## src/rtl/logic_slice2.sv

```systemverilog
module logic_slice2 #(
  parameter int K = 4
) (
  input  logic         clk,
  input  logic         rst_n,
  input  logic         mem_mode,
  input  logic         share_in,
  input  logic         we,
  input  logic [1:0]   wd,
  input  logic [K-1:0] addr_a,
  input  logic [K-1:0] addr_b,
  input  logic         sel5,
  input  logic         sel6,
  input  logic         nb_mux5,
  input  logic [1:0]   add_a,
  input  logic [1:0]   add_b,
  input  logic         cin,
  output logic         y_a,
  output logic         y_b,
  output logic         q_a,
  output logic         q_b,
  output logic         mux5,
  output logic         mux6,
  output logic [1:0]   sum,
  output logic         cout
);
  localparam int DEPTH = 1 << K;

  logic [DEPTH-1:0] tab_a, tab_b;
  logic [K-1:0]     idx_b;
  logic [2:0]       c;

  assign idx_b = (mem_mode || share_in) ? addr_a : addr_b;
  assign y_a   = tab_a[addr_a];
  assign y_b   = tab_b[idx_b];
  assign mux5  = sel5 ? y_b : y_a;
  assign mux6  = sel6 ? nb_mux5 : mux5;

  always_ff @(posedge clk) begin
    if (!rst_n) begin
      tab_a <= '0;
      tab_b <= '0;
      q_a   <= 1'b0;
      q_b   <= 1'b0;
    end else begin
      if (mem_mode && we) begin
        tab_a[addr_a] <= wd[0];
        tab_b[addr_a] <= wd[1];
      end
      q_a <= y_a;
      q_b <= y_b;
    end
  end

  assign c[0] = cin;
  for (genvar i = 0; i < 2; i++) begin : g_carry
    assign sum[i]  = add_a[i] ^ add_b[i] ^ c[i];
    assign c[i+1]  = (add_a[i] & add_b[i]) | (c[i] & (add_a[i] ^ add_b[i]));
  end
  assign cout = c[2];

  // registered outputs lag the table outputs by one edge
  a_r3_reg_follows: assert property (@(posedge clk) disable iff (!rst_n)
    1'b1 |=> (q_a == $past(y_a)) && (q_b == $past(y_b)));

  // a memory write lands at the addressed word
  a_r7_write_lands: assert property (@(posedge clk) disable iff (!rst_n)
    (mem_mode && we) |=> (tab_a[$past(addr_a)] == $past(wd[0])) &&
                         (tab_b[$past(addr_a)] == $past(wd[1])));

  // logic mode never alters the tables
  a_r9_logic_no_write: assert property (@(posedge clk) disable iff (!rst_n)
    !mem_mode |=> $stable(tab_a) && $stable(tab_b));

  // with both selects low the wide path carries table A
  a_r5_wide_low: assert property (@(posedge clk) disable iff (!rst_n)
    (!sel5 && !sel6) |-> (mux6 == y_a));

  // reset clears the registered outputs
  a_r1_reset_clears: assert property (@(posedge clk)
    !rst_n |=> !q_a && !q_b);

  // the chained carry matches a 2-bit addition
  always_comb begin
    if (rst_n)
      a_r6_carry_sum: assert ({cout, sum} == {1'b0, add_a} + {1'b0, add_b} + {2'b0, cin});
  end
endmodule

```

## config.mk

```make
export PLATFORM = sky130hd
export DESIGN_NAME = logic_slice2
export DESIGN_NICKNAME = d
export VERILOG_FILES = /design/src/rtl/logic_slice2.sv
export SDC_FILE = /design/constraint.sdc
export NUM_CORES = 1
export LEC_CHECK = 0
export ABC_CLOCK_PERIOD_IN_PS = 2900
export BUFFER_PORTS_ARGS = -buffer_cell sky130_fd_sc_hd__buf_4
export CORE_MARGIN = 2
export CORE_UTILIZATION = 60
export DETAILED_ROUTE_END_ITERATION = 6
export GPL_TIMING_DRIVEN = 0
export PLACE_DENSITY = 0.84
export SLEW_MARGIN = 20
export SYNTH_ARGS = -nofsm -noshare
export SYNTH_HDL_FRONTEND = slang
export SYNTH_SLANG_ARGS = --single-unit
```

## constraint.sdc

```tcl
create_clock -name clk -period 2.9 [get_ports clk]
set_input_delay 0.145 -clock clk [delete_from_list [all_inputs] [get_ports clk]]
set_output_delay 0.145 -clock clk [all_outputs]
set_load 0.05 [all_outputs]
```

After elaboration in Yosys (flattened, before gate mapping)
Cells that the tools add are included.
- input bits: 23
- register bits after elaboration: 34
- magnitude comparators: 3
- reduce and logical (&&, ||, !) cells: 3
- muxes and demuxes: 11
- bitwise operators: 10
- operators by type and width (operator ; number):
    $bwmux W16 ; 2
    $lt A4 B5 Y1 const B ; 2
    $bmux W1 S4 ; 2
    $mux W1 ; 5
    $and A1 B1 Y1 ; 4
    $demux W1 S4 ; 1
    $ge A4 B1 Y1 const B ; 1
    $mux W4 ; 1
    $xor A1 B1 Y1 ; 4
    $logic_and A1 B1 Y1 ; 2
    $or A1 B1 Y1 ; 2
    $logic_or A1 B1 Y1 ; 1

Longest topological paths before layout
Gate-level depths: netlist (run 1).
- word-level depth: 6
- mapped depth: 7
- gate-level depth less buffers: 6

Worst setup path before layout (run 1)
No wires, ideal clock.
- path kind: input to output
- start point: input addr_a[0]
- end point: output mux6
- setup slack: 0.430 ns
- buffers on the path: 1
- stages: 6
- data arrival time: 2.325 ns
- cells stage by stage: clkbuf_1 -> mux4_2 -> a22oi_1 -> nand3_1 -> a22oi_1 -> a21bo_1
- elaborated cells between the ends (all ways): 7
- classes of those cells: mux (7)
- RTL lines (item ; RTL line ; source):
    start, declared ; 10 ; input logic [K-1:0] addr_a,
    $bmux W1 S4 ; 34 ; assign y_a = tab_a[addr_a];
    $mux W1 (implied by the code) ; 34 ;
    via y_a ; 18 ; output logic y_a,
    $mux W1 ; 36 ; assign mux5 = sel5 ? y_b : y_a;
    $mux W1 ; 37 ; assign mux6 = sel6 ? nb_mux5 : mux5;
    end, declared ; 23 ; output logic mux6,
The timed path passes the listed nets, and every way through them passes these cells. The select of a mux whose other input is x is not followed.

Final worst setup path (run 1)
- start point: input share_in
- end point: output mux5
- word-level cells in the longest chain between the ends: 5
- RTL lines (item ; RTL line ; source):
    start, declared ; 7 ; input logic share_in,
    $logic_or A1 B1 Y1 ; 33 ; assign idx_b = (mem_mode || share_in) ? addr_a : addr_b;
    $mux W4 ; 33 ;
    $bmux W1 S4 ; 35 ; assign y_b = tab_b[idx_b];
    $mux W1 (implied by the code) ; 35 ;
    $mux W1 ; 36 ;
    end, declared ; 22 ; output logic mux5,
Every way passes these cells. The select of a mux whose other input is x is not followed.

==> impl_metrics.toml, run 1 <==
[run_status]
run_status = "finished clean"

[detailed_routing]
drt_pass1_iterations = 4
wl_per_cell_um = 14.40
post-route-drc-count = 0
via_per_inst = 5.716
drt.antenna.violating_nets = 0
drt_wl_total_um = 4363
vias = 1732
drt_iter0_markers = 77

[worst_hold_path]
hold_depth = 2
hp-class = "in -> reg"

[clock_tree]
cts_hold_buf = 0
clk_latency_ns = 0.34
cts_tree = "built"
cts_buffers = 5
clk_pin_slew_worst_paths_ns = 0.11
clockBufferDepth = 2
postCtsSetupRepairBufs = 0
cts_resized = 0
clockRootBuffer = "clkbuf_4"
htreeDepth = 2
cts_sinks = 34

[final_layout]
diodes = 0
fin_area_um2 = 2247
drive_gt1_share_pct = 18.92
area_growth_pct = 17.85
multiInputGateArea_um2 = 1140
fill_cells = 252
nNetsFinal = 283
seqCellArea_um2 = 680.7

[floorplanning]
die_area_um2 = 3645
io_pins = 32
coreArea_um2 = 3028
die_y_um = 60.38
start_util_pct = 62.98
rows = 20
die_x_um = 60.38

[synth]
syn_area_per_cell_um2 = 8.628
ys_ff_latch = 34
ys_async_sr_fraction_pct = 0
synth_fp_nets = 246
ys_seq_area_share_pct = 35.70
synthXorXnorAreaFrac_pct = 0
synth_cells = 221
yosysTopAreaCell = "dfxtp_1"
synth_top_family_by_area = "simple AND/OR/NAND/NOR gates"
netlist_top_cells_area = "dfxtp_1 36%, mux2i_1 8.4%, a21boi_0 8.3%"
syn-cell-area_um2 = 1907
yosys-top-cells-count = "34 x dfxtp_1, 29 x nand2_1, 21 x a21boi_0, 21 x o21ai_0, 16 x mux2i_1"
synthMuxAreaShare_pct = 14.70
synthFlopType = "dfxtp_1"
synth-compound-area-share_pct = 20.47
synth-adder-area-share_pct = 2.100
yosysMostFrequentCell = "dfxtp_1"
yosys.area_share.simple_pct = 22.51
synth_edf_count = 0
synth.top_cell.area_share_pct = 35.70
synth.distinct_cells = 39
ys_warn_count = 0

[critical_path]
critical_path_class = "in -> out"
cp.arrival_ns = 2.24
cp-end-kind = "primary output"
critical_path_required_ns = 2.76
path_max_fanout = 7
r2r_cells = 5
start_kind = "primary input"

[grt]
grt_max_degree = 11
antenna_found_initial = 0
grt_pass1_vias = 1551
grt_pass1_wl_um = 7003
overflow = 0
track_usage_pct = 26.65

[timing]
max_freq_mhz = 418.8
finalHoldViolCount = 0
min_period_over_period_pct = 82.35
period_needed_ns = 2.388
skew_ns = 0.008243
slew_headroom_pct = 54.95
rsz0062_at_grt = "no"
fin_setup_tns_ns = 0
setup_viol_count_final = 0
worst_pin_slew_ns = 0.6696
slew_viol_final = 0

[placed_design]
io_buffers = 30
gp_congestion = 0.8653
dp_hpwl_um = 3295
place_area_um2 = 2187

[power]
power_leakage_nw = 0.8844
power_w = 0.0009434
vdd_drop_max_mv = 0.3379
power_density_nw_per_um2 = 419.8

[job]
drv_cap = 0
-- power breakdown --
group | total (W) | switching [W] | internal, W
registers | 0.000473 | 0.00000201 | 0.000471
clock network | 0.000283 | 0.000166 | 0.000117
logic | 0.000187 | 0.000115 | 0.0000724
total | 0.000943 | 0.000282 | 0.000661
-- stage by stage --
stage	hold slack [ns]	setup slack [ns]	instances	utilization [%]
2_1_floorplan	0.2988	0.4297	221	-
3_3_place_gp	0.4531	0.5137	295	72.23
3_5_place_dp	0.4587	0.5098	295	72.23
4_1_cts	0.08198	0.5071	303	74.21
5_1_grt	0.08643	0.3298	303	74.21
6_report	0.08600	0.5120	303	74.21
-- area by class of cell --
cell class              count  share of cell area, %
plain buffers              12                  2.339
clock buffers               7                  2.450
clock inverters             1                 0.2227
inverters                   9                  1.503
multi-input cells         166                  50.72
flip-flops and latches     34                  30.29
well taps                  44                  2.450
repair buffers             30                  10.02
-- worst max-delay path: stages --
cell     delay [ns]
buf_4          0.14
o21a_2         0.21
nor2_2         0.30
mux2_4         0.34
o211a_1        0.21
or4_4          0.44
mux2_4         0.27
buf_4          0.19
-- logic make-up (layout without fill, tap and decap cells) --
family / count (synthesis) / after routing
compound gates: 59 / 59
fa+ha+maj: 2 / 2
flops: 34 / 34
buf+inv: 21 / 59
mux: 22 / 22
simple gates: 83 / 83
-- cells in the final DEF, fill, tap and decap left out, drive strengths merged --
cell and n:
a211oi 5, a21bo 1, a21boi 23, a21oi 1, a22oi 2, a311oi 1
a31oi 2, and2 2, buf 33, clkbuf 16, clkinv 1, dfxtp 34
fa 2, inv 9, mux2 2, mux2i 16, mux4 4, nand2 29
nand2b 2, nand3 7, nand3b 1, nand4 1, nand4b 1, nor2 16
nor2b 15, nor3 3, nor3b 2, nor4 1, o211a 1, o21a 1
o21ai 22, or3 1, or3b 1, or4 1
-- sequential cells by signal (all words and copies together), names as in the netlist --
register / flops
tab_b: 16
tab_a: 16
q_b: 1
q_a: 1
-- worst paths after layout --
| check | startpoint | endpoint | slack, ns |
|---|---|---|---|
| worst max-delay path | share_in | mux5 | 0.51 |
| worst min register to register | tab_a[10]$_SDFFE_PN0P_ | tab_a[10]$_SDFFE_PN0P_ | 0.49 |
| worst min-delay path | rst_n | tab_b[6]$_SDFFE_PN0P_ | 0.09 |
| worst max register to register | tab_b[13]$_SDFFE_PN0P_ | q_b$_SDFF_PN0_ | 1.28 |
-- layer usage --
| metal | vias to the layer above | track usage, % | routed length [um] |
|---|---|---|---|
| met3 | 8 | 6.183 | 258 |
| met1 | 816 | 34.10 | 1926 |
| li1 | 850 | - | - |
| met4 | 0 | 12.70 | 91 |
| met5 | - | 0 | 0 |
| met2 | 58 | 42.70 | 2088 |
Power figures use the tool's default switching activity.
==> run 2: changes to the inputs <==
Settings changed: ABC_CLOCK_PERIOD_IN_PS 2900 to 2250, CORE_UTILIZATION 60 to 55, PLACE_DENSITY 0.84 to 0.78.
Clock period 2.9 ns to 2.25 ns, I/O delays scaled along.
==> run 2 against run 1 <==
  * Combinational power grew 35%
  * First-iteration DRC count increased by 12%
  * Clock skew fell by 0.0029 ns
  * Final area is 2.4% higher
  * Sequential power up 29%
  * Largest cell class unchanged
  * Final cell count increased by 0.99%
  * Clock power increased by 24%
  * Via count decreased by 0.29%
==> impl_metrics.toml, run 2 (synthesis results as in run 1) <==
[timing]
period_needed_ns = 2.247
whs_ns = 0.05550
skew_ns = 0.005331
worst_pin_slew_ns = 0.5625
min_period_over_period_pct = 99.86
finalHoldViolCount = 0
slew_headroom_pct = 62.21
max_freq_mhz = 445.0
rsz0062_at_grt = "yes"
slew_viol_final = 0
fin_setup_tns_ns = 0
setup_viol_count_final = 0

[floorplanning]
coreArea_um2 = 3337
die_x_um = 62.88
die_area_um2 = 3954
io_pins = 32
start_util_pct = 57.14
rows = 21
die_y_um = 62.88

[grt]
antenna_found_initial = 0
track_usage_pct = 24.24
overflow = 0
grt_pass1_wl_um = 7486
grt_max_degree = 11
grt_pass1_vias = 1639

[critical_path]
cp-end-kind = "primary output"
path_max_fanout = 5
critical_path_class = "in -> out"
start_kind = "primary input"
critical_path_required_ns = 2.14
cp.arrival_ns = 2.13

[detailed_routing]
drt_wl_total_um = 4416
drt_pass1_iterations = 4
drt.antenna.violating_nets = 0
drt_iter0_markers = 86
via_per_inst = 5.644
post-route-drc-count = 0
wl_per_cell_um = 14.43
vias = 1727

[placed_design]
place_inst = 297
place_area_um2 = 2195
dp_hpwl_um = 3257
io_buffers = 30
gp_congestion = 0.8176

[worst_hold_path]
hp-class = "in -> reg"

[clock_tree]
cts_sinks = 34
clk_latency_ns = 0.34
cts_tree = "built"
clockBufferDepth = 2
htreeDepth = 2
cts_buffers = 5
clockRootBuffer = "clkbuf_4"
clk_pin_slew_worst_paths_ns = 0.10

[job]
drv_cap = 0

[final_layout]
seqCellArea_um2 = 681.9
area_growth_pct = 20.67
fin_area_um2 = 2301
diodes = 0
fin_cells = 306
utilization_pct = 68.95
mostFrequentLayoutCell = "dfxtp_1"
multiInputGateArea_um2 = 1174
top_regs = "tab_a x16, tab_b x16"
drive_gt1_share_pct = 21.54
fill_cells = 278
final_cell_mix = "33 x dfxtp_1, 31 x buf_4, 29 x nand2_1, 21 x a21boi_0, 21 x o21ai_0"
nNetsFinal = 284

[power]
power_leakage_nw = 0.9075
power_density_nw_per_um2 = 527.0
vdd_drop_max_mv = 0.3900

[run_status]
run_status = "finished clean"
[run 2: per-layer routing]
metal | routed length (um) | share of wire [%] | GRT usage [%] | vias up
li1 | - | - | - | 859
met1 | 1977 | 45 | 30.33 | 799
met2 | 2054 | 47 | 39.63 | 61
met3 | 318 | 7.2 | 6.126 | 8
met4 | 65 | 1.5 | 10.00 | 0
met5 | 0 | 0 | 0 | -
[run 2: final cells by class]
cell class | count | share of cell area, %
Buffer | 11 | 2.175
Clock buffer | 7 | 2.393
Clock inverter | 1 | 0.2175
Inverter | 9 | 1.468
Multi-Input combinational cell | 166 | 51.01
Sequential cell | 34 | 29.64
Tap cell | 46 | 2.501
Timing Repair Buffer | 32 | 10.60
[run 2: through the flow]
| step | power, W | setup slack, ns |
|---|---|---|
| 6_report | 0.001213 | 0.003054 |
| 5_1_grt | 0.001268 | -0.01955 |
| 4_1_cts | 0.001211 | 0.002837 |
| 3_5_place_dp | 0.0008653 | -0.09138 |
| 3_3_place_gp | 0.0008631 | -0.05770 |
| 2_1_floorplan | 0.0007793 | 0.01552 |
[run 2: critical path, cell delays in order]
cell and delay [ns]:
buf_4 0.14, o21a_4 0.21, nor2_4 0.16, mux2_4 0.31, o211a_1 0.21, or4_4 0.54, mux2_4 0.28, buf_6 0.15
[run 2: path summary, 6_finish.rpt]
path / start / endpoint / slack [ns] / depth (start not counted)
setup reg to reg: tab_b[6]$_SDFFE_PN0P_ / q_b$_SDFF_PN0_ / 0.63 / 4
hold reg to reg: tab_b[8]$_SDFFE_PN0P_ / tab_b[8]$_SDFFE_PN0P_ / 0.47 / 2
hold / removal: rst_n / tab_b[6]$_SDFFE_PN0P_ / 0.06 / 2
setup / recovery: share_in / mux5 / 0.003 / 8
[run 2: power breakdown]
| part | switching [W] | internal (W) | leakage (nW) |
|---|---|---|---|
| Combinational | 0.000154 | 0.0000999 | 0.598 |
| Sequential | 0.00000237 | 0.000607 | 0.275 |
| Clock | 0.000198 | 0.000151 | 0.0353 |
[run 2: timing repair]
| item | 4_1_cts | 5_1_grt |
|---|---|---|
| setup buffers | 0 | 2 |
| hold buffers | 0 | 0 |
| pin swaps | 0 | 6 |
| resized for setup | 2 | 6 |
| setup endpoints to repair | 2 | 2 |
==> run 3: changes to the inputs <==
Settings changed: CORE_UTILIZATION 55 to 48, PLACE_DENSITY 0.78 to 0.7.
==> run 3 against run 2 <==
  * Sequential share of layout area shrank 0.59 points
  * Non-clock buffer count grew 2
  * Register-to-register slack is essentially flat
  * Fmax grew 1.9%
  * Critical path depth is the same
  * Count of clock-buffer cells in the layout is the same
  * Clock skew shrank 0.0020 ns
  * Critical path type unchanged
  * Routed wire length grew 2.9%
  * Core utilization shrank 6.4 points
  * Highest routed layer unchanged
  * Worst setup slack gained 0.042 ns
==> impl_metrics.toml, run 3 (synthesis results as in run 1) <==
[run_status]
run_status = "finished clean"

[detailed_routing]
via_per_inst = 5.519
vias = 1711
post-route-drc-count = 0
wl_per_cell_um = 14.66
drt_wl_total_um = 4545
drt_iter0_markers = 69
drt_pass1_iterations = 4
drt.antenna.violating_nets = 0

[critical_path]
critical_path_class = "in -> out"
cp_top_family = "simple AND/OR/NAND/NOR gates"
cp_common_cell = "mux2_4"
cp_slowest_stage_delay_ns = 0.57
reg2reg_to = "q_b$_SDFF_PN0_"
crit_chain = "buf_4 > o21a_4 > nor2_4 > mux2_4 > o211a_1 > or4_4 > mux2_4 > buf_6"
cp-end-kind = "primary output"
r2r_cells = 4
cp_num_buf_inv = 2
cp.arrival_ns = 2.09
rr_startpoint = "tab_b[6]$_SDFFE_PN0P_"
critical_path_required_ns = 2.14
start_kind = "primary input"
ff2ff_setup_slack_ns = 0.63
slowest_stage = "or4_4"
path_max_fanout = 5

[clock_tree]
cts_buffers = 5
clockBufferDepth = 2
cts_tree = "built"
htreeDepth = 2
clk_pin_slew_worst_paths_ns = 0.07
clk_latency_ns = 0.29
clockRootBuffer = "clkbuf_8"
cts_sinks = 34
cts_hold_buf = 0

[job]
drv_cap = 0

[placed_design]
dp_hpwl_um = 3312
gp_congestion = 0.8740
io_buffers = 30
place_inst = 299

[power]
vdd_drop_max_mv = 0.3676
power_density_nw_per_um2 = 566.4
power_leakage_nw = 0.9305

[worst_hold_path]
hold_depth = 2
hp-class = "in -> reg"
holdCritStartpoint = "rst_n"
min_to = "tab_b[15]$_SDFFE_PN0P_"

[final_layout]
utilization_pct = 62.60
diodes = 0
mostFrequentLayoutCell = "dfxtp_1"
top_regs = "tab_a x16, tab_b x16"
nNetsFinal = 286
fin_cells = 310
area_growth_pct = 22.90
drive_gt1_share_pct = 21.37
final_cell_mix = "34 x dfxtp_1, 33 x buf_4, 29 x nand2_1, 21 x a21boi_0, 21 x o21ai_0"

[grt]
grt_pass1_vias = 1550
track_usage_pct = 22.34
grt_max_degree = 11
overflow = 0
grt_pass1_wl_um = 7348
antenna_found_initial = 0

[floorplanning]
rows = 22
die_area_um2 = 4493
io_pins = 32
start_util_pct = 50.94
coreArea_um2 = 3744
die_x_um = 67.03
die_y_um = 67.03

[timing]
worst_pin_slew_ns = 0.5994
slew_headroom_pct = 59.67
setup_viol_count_final = 0
min_period_over_period_pct = 97.99
period_needed_ns = 2.205
finalHoldViolCount = 0
slew_viol_final = 0
skew_ns = 0.003308
max_freq_mhz = 453.6
## run 3: timing repair
| item | in CTS | in global routing |
|---|---|---|
| hold endpoints to repair | 0 | 0 |
| setup endpoints to repair | 2 | 1 |
| pin swaps | 0 | 3 |
| buffers inserted | 0 | 4 |
| gates resized for setup | 2 | 4 |
## run 3: cell type report
| cell class | count | area [um2] |
|---|---|---|
| plain buffers | 11 | 50.05 |
| repair buffers | 34 | 259.0 |
| well taps | 48 | 60.06 |
| clock buffers | 7 | 86.33 |
| flip-flops and latches | 34 | 680.7 |
| inverters | 9 | 33.78 |
| fillers | 350 | 1400 |
| multi-input cells | 166 | 1169 |
| clock inverters | 1 | 5.005 |
## run 3: metal layers
layer,vias to the layer above,track usage (%),wire length [um]
met3,5,4.730,262
met5,-,0,0
met4,0,8.418,68
met2,45,37.38,2182
li1,856,-,-
met1,805,27.92,2032
## run 3: per-stage QoR
| stage | cell area, um2 | TNS (ns) | power [W] | setup WS, ns | hold WS [ns] |
|---|---|---|---|---|---|
| after detailed placement | 2197 | -0.1924 | 0.0008664 | -0.1014 | 0.4343 |
| after CTS | 2295 | 0 | 0.001328 | 0.002202 | 0.1260 |
| after global routing | 2344 | -0.002763 | 0.001391 | -0.002763 | 0.1280 |
| after global placement | 2197 | -0.1581 | 0.0008648 | -0.09615 | 0.4289 |
| final | 2344 | 0 | 0.001327 | 0.04532 | 0.1300 |
| after floorplan | 1912 | 0 | 0.0007793 | 0.01552 | 0.2663 |
## run 3: power by group
part           leakage, nW  total, W  switching, W  internal [W]
clock network       0.0482  0.000461      0.000215      0.000247
registers            0.274  0.000610    0.00000253      0.000607
logic                0.608  0.000256      0.000154      0.000103
## run 3: worst max path at each step
stage	from	end	slack (ns)	depth (start not counted)
finish	share_in	mux5	0.05	8
global route	addr_a[1]	mux6	-0.003	8
CTS	share_in	mux5	0.002	8
detailed placement	share_in	mux5	-0.10	8
global placement	share_in	mux5	-0.1	8
floorplan	mem_mode	mux5	0.02	7
## run 3: worst reg2reg max path: stages, from the launching register on
cell and delay (ns):
dfxtp_1 0.32, mux2_4 0.25, o211a_1 0.21, or4_4 0.57
and2_1 0.18
